==> src/rtl/link_round_guard_pkg.sv <==
// Shared state encodings for the byte-link round guard.
// Assumes: nothing beyond IEEE 1800-2017.
package link_round_guard_pkg;
    typedef enum logic [1:0] {
        RX_IDLE    = 2'd0,
        RX_RECV    = 2'd1,
        RX_RECOVER = 2'd2
    } rx_state_t;

    typedef enum logic {
        TX_IDLE = 1'b0,
        TX_SEND = 1'b1
    } tx_state_t;
endpackage

==> src/rtl/link_watchdog.sv <==
// Round timeout counter: reloads to TIMEOUT while run is low and counts
// down while run is high. expire marks the TIMEOUT-th cycle of a run.
// Assumes: TIMEOUT >= 2.
module link_watchdog #(
    parameter int TIMEOUT = 1024
) (
    input  logic clk,
    input  logic rst_n,
    input  logic run,
    output logic expire
);
    localparam int TMR_W = $clog2(TIMEOUT + 1);

    logic [TMR_W-1:0] remain;

    // Reload when idle, count down while a round is in flight.
    always_ff @(posedge clk) begin
        if (!rst_n)
            remain <= TMR_W'(TIMEOUT);
        else if (!run)
            remain <= TMR_W'(TIMEOUT);
        else if (remain != '0)
            remain <= remain - 1'b1;
    end

    assign expire = run && (remain == TMR_W'(1));
endmodule

==> src/rtl/link_rx_seq.sv <==
// Receive sequencer: gathers BYTES strobed bytes into a round, pulses
// round_done on the last one, and drops to a one-cycle recovery state on
// watchdog expiry. Bytes offered during recovery are ignored.
// Assumes: BYTES >= 2; expire comes from a timer that runs while rx_active.
module link_rx_seq
    import link_round_guard_pkg::*;
#(
    parameter int DATA_W = 8,
    parameter int BYTES  = 8
) (
    input  logic                    clk,
    input  logic                    rst_n,
    input  logic                    rx_valid,
    input  logic [DATA_W-1:0]       rx_byte,
    input  logic                    expire,
    output logic                    rx_active,
    output logic                    recovering,
    output logic                    round_done,
    output logic [BYTES*DATA_W-1:0] round_data
);
    localparam int IDX_W = $clog2(BYTES);
    localparam logic [IDX_W-1:0] LAST = IDX_W'(BYTES - 1);

    rx_state_t                      state;
    logic [IDX_W-1:0]               count;
    logic [BYTES-1:0][DATA_W-1:0]   slots;

    // Step through a round, finishing on the last byte or on expiry.
    always_ff @(posedge clk) begin
        if (!rst_n) begin
            state      <= RX_IDLE;
            count      <= '0;
            slots      <= '0;
            round_done <= 1'b0;
        end else begin
            round_done <= 1'b0;
            case (state)
                RX_IDLE: begin
                    if (rx_valid) begin
                        slots[0] <= rx_byte;
                        count    <= IDX_W'(1);
                        state    <= RX_RECV;
                    end
                end
                RX_RECV: begin
                    if (rx_valid && count == LAST) begin
                        slots[count] <= rx_byte;
                        round_done   <= 1'b1;
                        count        <= '0;
                        state        <= RX_IDLE;
                    end else begin
                        if (rx_valid) begin
                            slots[count] <= rx_byte;
                            count        <= count + 1'b1;
                        end
                        if (expire)
                            state <= RX_RECOVER;
                    end
                end
                RX_RECOVER: begin
                    count <= '0;
                    state <= RX_IDLE;
                end
                default: state <= RX_IDLE;
            endcase
        end
    end

    assign rx_active  = (state == RX_RECV);
    assign recovering = (state == RX_RECOVER);
    assign round_data = slots;
endmodule

==> src/rtl/link_tx_seq.sv <==
// Transmit sequencer: after at least MIN_GAP idle cycles and a request,
// emits BYTES consecutive slots indexed 0..BYTES-1. abort forces idle at
// once and restarts the gap count.
// Assumes: BYTES >= 2, MIN_GAP >= 1.
module link_tx_seq
    import link_round_guard_pkg::*;
#(
    parameter int BYTES   = 8,
    parameter int MIN_GAP = 16
) (
    input  logic                     clk,
    input  logic                     rst_n,
    input  logic                     tx_req,
    input  logic                     abort,
    output logic                     tx_valid,
    output logic [$clog2(BYTES)-1:0] tx_index,
    output logic                     tx_last
);
    localparam int IDX_W = $clog2(BYTES);
    localparam int GAP_W = $clog2(MIN_GAP + 1);
    localparam logic [IDX_W-1:0] LAST = IDX_W'(BYTES - 1);

    tx_state_t          state;
    logic [IDX_W-1:0]   idx;
    logic [GAP_W-1:0]   gap;

    // Gap counting, round start and slot stepping; abort wins.
    always_ff @(posedge clk) begin
        if (!rst_n || abort) begin
            state <= TX_IDLE;
            idx   <= '0;
            gap   <= '0;
        end else begin
            case (state)
                TX_IDLE: begin
                    if (tx_req && gap == GAP_W'(MIN_GAP)) begin
                        state <= TX_SEND;
                        idx   <= '0;
                    end else if (gap != GAP_W'(MIN_GAP)) begin
                        gap <= gap + 1'b1;
                    end
                end
                TX_SEND: begin
                    if (idx == LAST) begin
                        state <= TX_IDLE;
                        idx   <= '0;
                        gap   <= '0;
                    end else begin
                        idx <= idx + 1'b1;
                    end
                end
                default: state <= TX_IDLE;
            endcase
        end
    end

    assign tx_valid = (state == TX_SEND) && !abort;
    assign tx_index = idx;
    assign tx_last  = tx_valid && (idx == LAST);
endmodule

==> src/rtl/link_round_guard.sv <==
// Top of the round guard: one receive sequencer under a countdown timer,
// one transmit sequencer, and the fault path that resets both.
// Assumes: synchronous active-low reset; rx bytes arrive with a strobe.
module link_round_guard #(
    parameter int DATA_W  = 8,
    parameter int BYTES   = 8,
    parameter int TIMEOUT = 1024,
    parameter int MIN_GAP = 16
) (
    input  logic                     clk,
    input  logic                     rst_n,
    input  logic                     rx_valid,
    input  logic [DATA_W-1:0]        rx_byte,
    output logic                     rx_active,
    output logic                     round_done,
    output logic [BYTES*DATA_W-1:0]  round_data,
    output logic                     fault,
    input  logic                     tx_req,
    output logic                     tx_valid,
    output logic [$clog2(BYTES)-1:0] tx_index,
    output logic                     tx_last
);
    logic expire;

    link_watchdog #(.TIMEOUT(TIMEOUT)) u_wdog (
        .clk    (clk),
        .rst_n  (rst_n),
        .run    (rx_active),
        .expire (expire)
    );

    link_rx_seq #(.DATA_W(DATA_W), .BYTES(BYTES)) u_rx (
        .clk        (clk),
        .rst_n      (rst_n),
        .rx_valid   (rx_valid),
        .rx_byte    (rx_byte),
        .expire     (expire),
        .rx_active  (rx_active),
        .recovering (fault),
        .round_done (round_done),
        .round_data (round_data)
    );

    link_tx_seq #(.BYTES(BYTES), .MIN_GAP(MIN_GAP)) u_tx (
        .clk      (clk),
        .rst_n    (rst_n),
        .tx_req   (tx_req),
        .abort    (fault),
        .tx_valid (tx_valid),
        .tx_index (tx_index),
        .tx_last  (tx_last)
    );
endmodule

==> config.mk <==
export PLATFORM = sky130hd
export DESIGN_NAME = link_round_guard
export DESIGN_NICKNAME = d
export VERILOG_FILES = /design/src/rtl/link_round_guard_pkg.sv /design/src/rtl/link_watchdog.sv /design/src/rtl/link_rx_seq.sv /design/src/rtl/link_tx_seq.sv /design/src/rtl/link_round_guard.sv
export SDC_FILE = /design/constraint.sdc
export NUM_CORES = 1
export LEC_CHECK = 0
export BUFFER_PORTS_ARGS = -buffer_cell sky130_fd_sc_hd__buf_4
export CAP_MARGIN = 20
export CORE_UTILIZATION = 55
export CTS_CLUSTER_SIZE = 14
export DETAILED_ROUTE_END_ITERATION = 10
export PLACE_DENSITY = 0.79
export REMOVE_ABC_BUFFERS = 1
export SYNTH_ARGS = -nofsm -noshare
export SYNTH_HDL_FRONTEND = slang
export SYNTH_SLANG_ARGS = --single-unit
==> constraint.sdc <==
create_clock -name clk -period 4.4 [get_ports clk]
set_input_delay 0.22 -clock clk [delete_from_list [all_inputs] [get_ports clk]]
set_output_delay 0.22 -clock clk [all_outputs]
set_load 0.005 [all_outputs]
* Yosys cells after proc, flatten, opt, wreduce, memory -nomap -nowiden
Cells that the tools add are included.
** Storage, ports and cells
- Bits in registers :: 90
- Input bits :: 12
- Output and inout bits :: 72
- Word-level logic and storage cells :: 82
** Operators by class
- Bitwise operators :: 1
- Muxes and demuxes :: 26
- $add $sub $neg :: 4
- Magnitude comparators :: 2
- Reduce and logical (&&, ||, !) cells :: 20
- Eq/ne operators :: 14
** Operators by type and width (count)
- $mux 64 :: 2
- $bwmux 64 :: 1
- $demux 8 s3 :: 1
- $mux 8 :: 2
- $pmux 8 s2 :: 1
- $mux 3 :: 5
- $mux 5 :: 3
- $eq 11x1->1 const B :: 1
- $reduce_bool 11->1 :: 1
- $sub 11x1->11 const B :: 1
- $pmux 5 s2 :: 1
- $pmux 3 s3 :: 1
- $reduce_and 3->1 :: 3
- $add 3x1->3 const B :: 2
- $eq 3x3->1 const B :: 2
- $logic_and 1x1->1 :: 6
- $mux 2 :: 3
- $ne 2x2->1 const B :: 3
- $ne 3x2->1 const B :: 2
- $pmux 3 s2 :: 1
- $reduce_and 2->1 :: 3
- $add 5x1->5 const B :: 1
- $eq 5x5->1 const B :: 1
- $ne 5x5->1 const B :: 1
- other kinds (14) :: 19

* Depth between registers and ports, before layout
Gate-level depths: netlist (run 1).
- Depth in word-level cells :: 8
- Depth in mapped cells :: 8
- Gate-level depth less buffers :: 6

* By module
From an unflattened synthesis (run 1), not the netlist that was laid out.
** Unflattened totals
- Cells, all modules :: 425
- Area total of the unflattened synthesis :: 4056.4 um^2
** Modules (own cells, without submodules)
- link_rx_seq :: cells an instance 298, area an instance 2927.8 um^2, instances 1
- link_watchdog :: cells an instance 67, area an instance 610.6 um^2, instances 1
- link_tx_seq :: cells an instance 60, area an instance 518.0 um^2, instances 1

* Worst setup path before layout (run 1)
OpenSTA, ideal clock, no wires.
- Path type :: reg-to-reg
- Start :: register u_rx.state[1]
- End :: register u_rx.slots (netlist bit u_rx.round_data[32])
- Cell stages (with the launch flop) :: 9
- Data required time :: 4.284 ns
- Period minus slack after synthesis :: 1.771 ns
- Buffers on the path :: 2
- Data arrival time :: 1.655 ns
- Slack :: 2.629 ns
- Setup time :: 0.116 ns
- Cells stage by stage :: dfxtp_1 inv_1 ha_1 clkbuf_2 nand3_2 or3_1 buf_2 mux2i_1 nor2b_1
** On the way
- Word-level cells in the longest chain between the ends :: 2
** RTL lines
- from (decl) :: line link_rx_seq.sv:24 : rx_state_t state;
- from (signal assigned) :: line link_rx_seq.sv:31 : state <= RX_IDLE;
- from (signal assigned) :: line link_rx_seq.sv:42 : state <= RX_RECV;
- from (signal assigned) :: line link_rx_seq.sv:50 : state <= RX_IDLE;
- $eq 2x1->1
- via rx_active :: line link_round_guard.sv:14 : output logic rx_active,
- $reduce_and 2->1 (no line)
- to (signal, indexed assignment) :: line link_rx_seq.sv:47 : slots[count] <= rx_byte;
- to (signal, indexed assignment) :: line link_rx_seq.sv:53 : slots[count] <= rx_byte;
- to (decl) :: line link_rx_seq.sv:26 : logic [BYTES-1:0][DATA_W-1:0] slots;
The timed path passes the listed nets, and every way through them passes these cells.
A chain may end at the register's enable or synchronous reset.

* Final worst setup path (run 1)
- Start :: register u_rx.state[1]
- End :: register u_rx.slots (netlist bit u_rx.round_data[33])
** On the way
- Word-level cells in the longest chain between the ends :: 2
** RTL lines
- $eq 2x1->1 :: line link_rx_seq.sv:37 : case (state)
- $reduce_and 2->1 (no line)
No other way between the ends.

==> metrics.yaml, run 1 <==
final.setup.tns_ps: 0
crit_fanout: 10
multi_input_area_um2: 1960
globalRouteTotalUtil_pct: 22.1
final_common_cell: "dfxtp_1"
nets: 476
slowest_stage: "or3_1"
dr.pass1.iters: 4
finalWeightedCongestion: 0.740
initial_utilization_pct: 57.0
syn_to_final_growth_pct: 21.6
hold_buffers: 0
path_delay_family: "simple AND/OR/NAND/NOR gates"
layout-drive-gt1-share_pct: 24.6
synth_area_um2: 3870
antenna_found_initial: 0
ff_latch_area_um2: 1800
cts-buffers-inserted: 9
ant_nets: 0
max_freq_mhz: 486
viasPerCell: 5.14
io_pins: 84
worstHoldPathType: "in -> reg"
outcome: "finished, final reports clean"
final_cell_mix: "dfxtp_1 (90), buf_4 (83), nor2b_1 (67), mux2i_1 (67), nor2_1 (26)"
clk_latency_ps: 350
vdd_drop_max_mv: 0.181
yosys_register_bits: 90
worstMarginPinSlew_ps: 732
yosys_warnings: 0
synth-edff-count: 0
clkTransAtPathRegs_ps: 90
slew_viol_final: 0
syn_inst: 377
tritoncts: "built"
diodes: 0
worst_path_largest_cell_delay_ps: 580
routedWlPerCell_um: 14.4
num_vias: 2840
h-tree-depth: 3
cts_setup_buffers: 0
dieHeight_um: 85.9
finalHoldViolations: 0
async_reset_ff_share_pct: 0
grt_pass1_wl_um: 12700
dp_hpwl_um: 5460
cts_resized: 0
cap_violations: 0
rsz0062_at_grt: "false"
cp_num_buf_inv: 1
clockBufferDepth: 2
dieArea_um2: 7380
fin_crit_sh_pct: 46.7
grt_pass1_vias: 2658
setup_ws_ps: 2340
synth-main-ff-cell: "dfxtp_1"
postSynthAreaPerCell_um2: 10.3
crit_type: "reg -> reg"
grt_overflow_total: 0
setup_viol: 0
ys_seq_area_share_pct: 46.6
core_um2: 6790
place_ws_ps: 2370
clockRootBuffer: "clkbuf_8"
cp.required_ps: 4640
die_w_um: 85.9
path_cells: "inv_1 -> ha_1 -> nand3_2 -> or3_1 -> mux2i_1 -> nor2b_1"
ys_types: 47
relSlewSlack_pct: 51.2
power_density_nw_per_um2: 403
critPathArrivalTime_ps: 2300
cts.sinks: 90
leakage_nw: 1.90
min_period_ps: 2060
drt_wl_total_um: 7920
grt_max_degree: 74
worstSetupEndpointType: "flip-flop"
portBuffers: 83
start_kind: "flip-flop"
row_count: 30
drc: 0
fin_skew_ps: 8.24
drtIter0Drc: 61
fill_cells: 532
worst paths after layout:
| check | from | end | slack (ps) | cells after the start |
|---|---|---|---|---|
| hold reg to reg | u_rx.state[0] | u_rx.state[0] | 500 | 2 |
| setup reg to reg | u_rx.state[1] | u_rx.round_data[33] | 2340 | 6 |
| setup / recovery | u_rx.state[1] | u_rx.round_data[33] | 2340 | 6 |
| hold / removal | rx_valid | u_rx.round_done | 150 | 3 |
area by class of cell:
| class | count | share of cell area, % |
|---|---|---|
| Clock buffer | 11 | 2.79 |
| Sequential cell | 90 | 38.3 |
| Clock inverter | 5 | 0.824 |
| Multi-Input combinational cell | 259 | 41.7 |
| Timing Repair Buffer | 83 | 13.2 |
| Inverter | 8 | 0.638 |
| Tap cell | 96 | 2.55 |
where the power goes:
part / switching [mW] / total [mW] / internal [mW]
Combinational: 0.252 / 0.475 / 0.224
Sequential: 0.0551 / 0.924 / 0.869
Clock: 0.290 / 0.498 / 0.208
Total: 0.597 / 1.90 / 1.30
tightest hold or removal path, delay by kind of cell:
family                 cells  cell delay (ps)
and+or+nand+nor            2              100
buffers and inverters      1              140
synthesized netlist by cell type, types with 2 or more instances:
master | count | area, um^2
dfxtp_1 | 90 | 1800
nand3_1 | 4 | 20.0
nand2b_1 | 5 | 31.3
ha_1 | 13 | 163
xnor2_1 | 3 | 26.3
nor2b_1 | 67 | 419
and3_1 | 2 | 12.5
clkbuf_1 | 18 | 67.6
nand3b_1 | 2 | 15.0
nand2_1 | 12 | 45.0
a22oi_1 | 3 | 22.5
nor3_1 | 4 | 20.0
inv_1 | 8 | 30.0
a31oi_1 | 2 | 12.5
xor2_1 | 3 | 26.3
a21oi_1 | 7 | 35.0
or3_1 | 3 | 18.8
mux2i_1 | 67 | 671
nand4_1 | 3 | 18.8
nor2_1 | 26 | 97.6
nor2_4 | 6 | 67.6
o21ai_0 | 4 | 20.0
registers in the layout, summed over array words and instances (netlist names):
signal	flops
u_rx.count	3
u_rx.round_data	64
u_rx.round_done	1
u_rx.state	2
u_tx.gap	5
u_tx.state	1
u_tx.tx_index	3
u_wdog.remain	11
routing by layer:
| metal | share of wire (%) | vias up | wire [um] | GRT usage (%) |
|---|---|---|---|---|
| li1 | - | 1419 | - | - |
| met1 | 45 | 1339 | 3580 | 27.9 |
| met2 | 47 | 71 | 3720 | 36.0 |
| met3 | 6.7 | 11 | 531 | 6.93 |
| met4 | 1.1 | 0 | 91 | 7.27 |
| met5 | 0 | - | 0 | 0 |
stage by stage:
stage	instances	cell area, um^2	util [%]	power (mW)	hold WS, ps
floorplan	357	3790	-	1.28	337
global placement	536	4540	66.8	1.40	472
detailed placement	536	4540	66.8	1.42	478
CTS	552	4710	69.3	1.91	145
global route	552	4710	69.3	2.01	160
finish	552	4710	69.3	1.90	151
logic make-up after synthesis:
logic type | Yosys count | synth area share [%]
AOI/OAI and AO/OA | 27 | 4.79
muxes | 68 | 17.6
xor gates and xnor gates | 6 | 1.36
DFF | 90 | 46.6
and+or+nand+nor | 145 | 22.7
buffers and inverters | 28 | 2.78
adders and majority gates | 13 | 4.20
No activity file was read; power rests on OpenSTA's default activity.
==> inputs of run 2 (changes only) <==
--- a/config.mk
+++ b/config.mk
@@ -7,10 +7,10 @@
 export LEC_CHECK = 0
 export BUFFER_PORTS_ARGS = -buffer_cell sky130_fd_sc_hd__buf_4
 export CAP_MARGIN = 20
-export CORE_UTILIZATION = 55
+export CORE_UTILIZATION = 54
 export CTS_CLUSTER_SIZE = 14
 export DETAILED_ROUTE_END_ITERATION = 10
-export PLACE_DENSITY = 0.79
+export PLACE_DENSITY = 0.77
 export REMOVE_ABC_BUFFERS = 1
 export SYNTH_ARGS = -nofsm -noshare
 export SYNTH_HDL_FRONTEND = slang
==> constraint.sdc (replaced) <==
create_clock -name clk -period 1.9 [get_ports clk]
set_input_delay 0.095 -clock clk [delete_from_list [all_inputs] [get_ports clk]]
set_output_delay 0.095 -clock clk [all_outputs]
set_load 0.005 [all_outputs]
==> run 2 against run 1 <==
Wire length rose by 4.4%. Final area increased by 3.0%. Highest routed layer unchanged. Largest power group unchanged. Power rose by 140%. Clock power is 140% higher.
==> metrics.yaml, run 2 (synthesis results as in run 1) <==
drtIter0Drc: 91  # +49%
crit_type: "reg -> reg"
hp-start: "rst_n"
cts.sinks: 90  # unchanged
grt_pass1_vias: 2754  # +3.6%
antenna_found_initial: 0  # unchanged
largest_reg_flops: 64  # unchanged
die_w_um: 86.7  # +0.90%
worstSetupEndpointType: "flip-flop"
h-tree-depth: 3  # unchanged
grt_pass1_wl_um: 13200  # +4.0%
clkTransAtPathRegs_ps: 90  # about the same
clockBufferDepth: 2  # unchanged
cp.required_ps: 2150  # -2490 ps
cts-buffers-inserted: 9  # unchanged
reg2regPathDepth: 6  # unchanged
finalHoldViolations: 0  # unchanged
grt_overflow_total: 0  # unchanged
fin_skew_ps: 11.4  # +3.11 ps
layout-drive-gt1-share_pct: 26.9  # +2.4 points
core_um2: 6870  # +1.1%
ant_nets: 0  # unchanged
drc: 0  # unchanged
dieHeight_um: 86.7  # +0.90%
outcome: "finished, final reports clean"
final_cell_mix: "buf_4 (92), dfxtp_1 (90), nor2b_1 (67), mux2i_1 (67), nor2_1 (26)"
tritoncts: "built"
syn_to_final_growth_pct: 25.3
nets: 488  # +2.5%
reg2reg_from: "u_rx.state[1]"
fin_crit_sh_pct: 97.9  # +51 points
min_period_ps: 1860  # -197 ps
io_pins: 84  # unchanged
ff2ff_setup_slack_ps: 40  # -2300 ps
num_vias: 2883  # +1.5%
max_freq_mhz: 538  # +11%
critPathArrivalTime_ps: 2110  # -190 ps
globalRouteTotalUtil_pct: 22.9  # +0.75 points
portBuffers: 83  # unchanged
initial_utilization_pct: 56.3  # -0.62 points
dr.pass1.iters: 4  # unchanged
p_total_mw: 4.52  # +140%
slew_viol_final: 0  # unchanged
setup_viol: 0  # unchanged
drt_wl_total_um: 8280  # +4.4%
dieArea_um2: 7510  # +1.8%
start_kind: "flip-flop"
relSlewSlack_pct: 63.0  # +12 points
dp_hpwl_um: 5690  # +4.3%
final_common_cell: "buf_4"
diodes: 0  # unchanged
clockRootBuffer: "clkbuf_8"
startpoint: "u_rx.state[1]"
leakage_nw: 1.98  # +4.5%
worstMarginPinSlew_ps: 550  # -182 ps
clk_latency_ps: 360  # about the same
crit_fanout: 8  # -2
row_count: 30  # unchanged
place_ws_ps: 60.4  # -2310 ps
grt_max_degree: 64  # -14%
worstHoldPathType: "in -> reg"
worstHoldPathCells: 2  # -1
setup_ws_ps: 40.3  # -2300 ps
viasPerCell: 5.11  # -0.65%
routedWlPerCell_um: 14.7  # +2.2%
cap_violations: 0  # unchanged
vdd_drop_max_mv: 0.467  # +160%
power_density_nw_per_um2: 932  # +130%
finalWeightedCongestion: 0.761  # +2.8%
## run 2: cell types whose count changed in the layout (fill, tap and decap cells not counted), sizes merged
cell,delta
clkinvlp,-2
inv,-1
clkinv,+4
dlygate4sd3,+1
clkbuf,-1
buf,+11
## run 2: through the flow
step                      instance area, um^2  utilization [%]  hold slack (ps)  TNS (ps)  std cells
final                                    4850             70.6             42.7         0        564
after global routing                     4850             70.6             44.8      -404        564
after CTS                                4790             69.8             35.7         0        562
after detailed placement                 4600             67.0              382         0        545
after global placement                   4600             67.0              382         0        545
after floorplan                          3790                -              212         0        357
## run 2: final timing paths
| check | endpoint |
|---|---|
| setup / recovery | u_rx.round_data[25] |
| hold / removal | u_rx.count[1] |
| setup reg to reg | u_rx.round_data[25] |
| hold reg to reg | u_rx.state[0] |
## run 2: power breakdown
| part | internal, mW | switching (mW) | leakage [nW] |
|---|---|---|---|
| Clock | 0.511 | 0.684 | 0.0882 |
| Sequential | 2.01 | 0.131 | 0.728 |
| Combinational | 0.566 | 0.611 | 1.16 |
## run 2: area by class of cell
type | count | area [um^2]
fill | 533 | 2020
sequential | 90 | 1800
inverter | 8 | 30.0
clock inverter | 6 | 42.5
multi-input combinational | 259 | 1970
timing repair buffer | 95 | 741
tap | 96 | 120
clock buffer | 10 | 138
## run 2: worst max-delay path, stage by stage (launching register included)
cell and delay, ps:
dfxtp_1 320, inv_1 140, ha_1 290, nand3b_1 310, nor2_4 390, mux2i_1 230
nor2b_1 60
## run 2: routing by layer
metal | up-vias | share of wire (%) | GRT usage, %
met4 | 0 | 1.5 | 9.09
met2 | 69 | 46 | 35.9
li1 | 1442 | - | -
met5 | - | 0 | 0
met1 | 1361 | 46 | 28.9
met3 | 11 | 6.6 | 8.00
## run 2: repair_timing
item / 4_1_cts / 5_1_grt
buffers inserted: 0 / 2
resized for setup: 0 / 2
hold buffers: 1 / 0
endpoints found under the hold margin: 1 / 0
setup endpoints to repair: 0 / 22
==> inputs of run 3 (changes only) <==
==> constraint.sdc (replaced) <==
create_clock -name clk -period 1.82 [get_ports clk]
set_input_delay 0.091 -clock clk [delete_from_list [all_inputs] [get_ports clk]]
set_output_delay 0.091 -clock clk [all_outputs]
set_load 0.005 [all_outputs]
==> run 3 against run 2 <==
Clock power rose by 12%. Non-clock buffer count up 6. Maximum frequency grew 7.9%. Highest routed layer unchanged.
==> metrics.yaml, run 3 (synthesis results as in run 1) <==
dr.pass1.iters: 4  # unchanged
drtIter0Drc: 71  # -22%
die_w_um: 86.7  # unchanged
setup_viol: 0  # unchanged
gr-usage-met3_pct: 7.71  # -0.29 points
outcome: "finished, final reports clean"
vdd_drop_max_mv: 0.602  # +29%
clkTransAtPathRegs_ps: 90  # about the same
place_area_um2: 4620  # +0.43%
postLayoutCellArea_um2: 4910  # +1.4%
crit_type: "reg -> reg"
holdWs_ps: 54.5  # +11.8 ps
rsz0062_at_grt: "false"
fin_skew_ps: 13.4  # +2.01 ps
final.setup.tns_ps: 0  # unchanged
core_um2: 6870  # unchanged
worstMarginPinSlew_ps: 500  # -49.8 ps
finalWeightedCongestion: 0.809  # +6.4%
final_cell_mix: "buf_4 (98), dfxtp_1 (90), nor2b_1 (67), mux2i_1 (67), nor2_1 (26)"
nets: 494  # +1.2%
slew_viol_final: 0  # unchanged
max_freq_mhz: 580  # +7.9%
routedWlPerCell_um: 14.8  # +0.59%
largest_reg_flops: 64  # unchanged
cap_violations: 0  # unchanged
antenna_found_initial: 0  # unchanged
tritoncts: "built"
fin_crit_sh_pct: 94.7  # -3.1 points
grt_overflow_total: 0  # unchanged
drt_wl_total_um: 8410  # +1.7%
worstSetupEndpointType: "flip-flop"
worstHoldPathType: "in -> reg"
grt_pass1_wl_um: 13300  # +0.47%
use_met1_pct: 28.3  # -0.57 points
path_cells: "inv_1 -> ha_1 -> nor4b_4 -> nand3_2 -> or4b_1 -> a21oi_1"
dieHeight_um: 86.7  # unchanged
leakage_nw: 2.03  # +2.5%
row_count: 30  # unchanged
diodes: 0  # unchanged
globalRouteTotalUtil_pct: 23.0  # +0.13 points
min_period_ps: 1720  # -135 ps
clockBufferDepth: 2  # unchanged
relSlewSlack_pct: 66.6  # +3.6 points
start_kind: "flip-flop"
dp_hpwl_um: 5750  # +0.98%
setup_ws_ps: 95.7  # +55.4 ps
cts.sinks: 90  # unchanged
initial_utilization_pct: 56.3  # unchanged
io_pins: 84  # unchanged
layout-drive-gt1-share_pct: 28.1  # +1.1 points
grt_most_used_layer: "met2"
portBuffers: 83  # unchanged
slowest_stage: "or4b_1"
final_common_cell: "buf_4"
cts-buffers-inserted: 9  # unchanged
cp.required_ps: 2100  # -50 ps
crit_fanout: 7  # -1
place_ws_ps: 13.8  # -46.6 ps
clk_latency_ps: 360  # about the same
worst_path_largest_cell_delay_ps: 450  # +60 ps
num_vias: 2893  # +0.35%
grt_max_degree: 68  # +6.3%
critPathArrivalTime_ps: 2010  # -100 ps
power_density_nw_per_um2: 983  # +5.5%
viasPerCell: 5.08  # -0.71%
dieArea_um2: 7510  # unchanged
dpl.cell_count: 546  # +0.18%
fin_cells: 570  # +1.1%
grt_pass1_vias: 2792  # +1.4%
clockRootBuffer: "clkbuf_8"
ant_nets: 0  # unchanged
finalHoldViolations: 0  # unchanged
use_met2_pct: 38.3  # +2.5 points
h-tree-depth: 3  # unchanged
drc: 0  # unchanged
syn_to_final_growth_pct: 27.0
[run 3: path summary, 6_finish.rpt]
path / from / end / slack, ps / cells past startpoint
hold / removal: rx_byte[5] / u_rx.round_data[37] / 50 / 3
hold reg to reg: u_rx.state[0] / u_rx.state[0] / 500 / 2
setup reg to reg: u_wdog.remain[0] / u_wdog.remain[5] / 100 / 6
setup / recovery: u_wdog.remain[0] / u_wdog.remain[5] / 100 / 6
[run 3: cell type report]
class,instances,area [um^2]
clock buffer,12,165
clock inverter,4,31.3
fill,543,1960
inverter,8,30.0
multi-input combinational,259,1980
sequential,90,1800
tap,96,120
timing repair buffer,101,786
[run 3: metrics by stage]
stage | total power [mW] | utilization, %
after global placement | 3.46 | 67.3
after floorplan | 3.10 | -
final | 4.83 | 71.5
after CTS | 4.84 | 70.7
after global routing | 5.07 | 71.5
after detailed placement | 3.50 | 67.3
[run 3: critical path: cells and delay by family, from the launching register on]
family                     cells  cell delay, ps
and+or+nand+nor                3             760
DFF                            1             420
buffers and inverters          1             110
adders and majority gates      1             220
AOI/OAI and AO/OA              1             140
[run 3: per-layer routing]
layer / share of wire, % / up-vias
li1: - / 1455
met4: 1.4 / 0
met5: 0 / -
met1: 47 / 1351
met2: 46 / 72
met3: 5.3 / 15
[run 3: what timing repair did]
item                                   CTS  global route
gates resized for setup                  1             2
pin swaps                                1             2
buffers inserted                         3             4
hold buffers                             1             0
setup endpoints to repair                4            27
endpoints found under the hold margin    1             0
[run 3: power breakdown]
part,total [mW],internal [mW],switching (mW)
combinational,1.26,0.613,0.644
clock,1.33,0.619,0.708
sequential,2.25,2.10,0.146
total,4.83,3.33,1.50
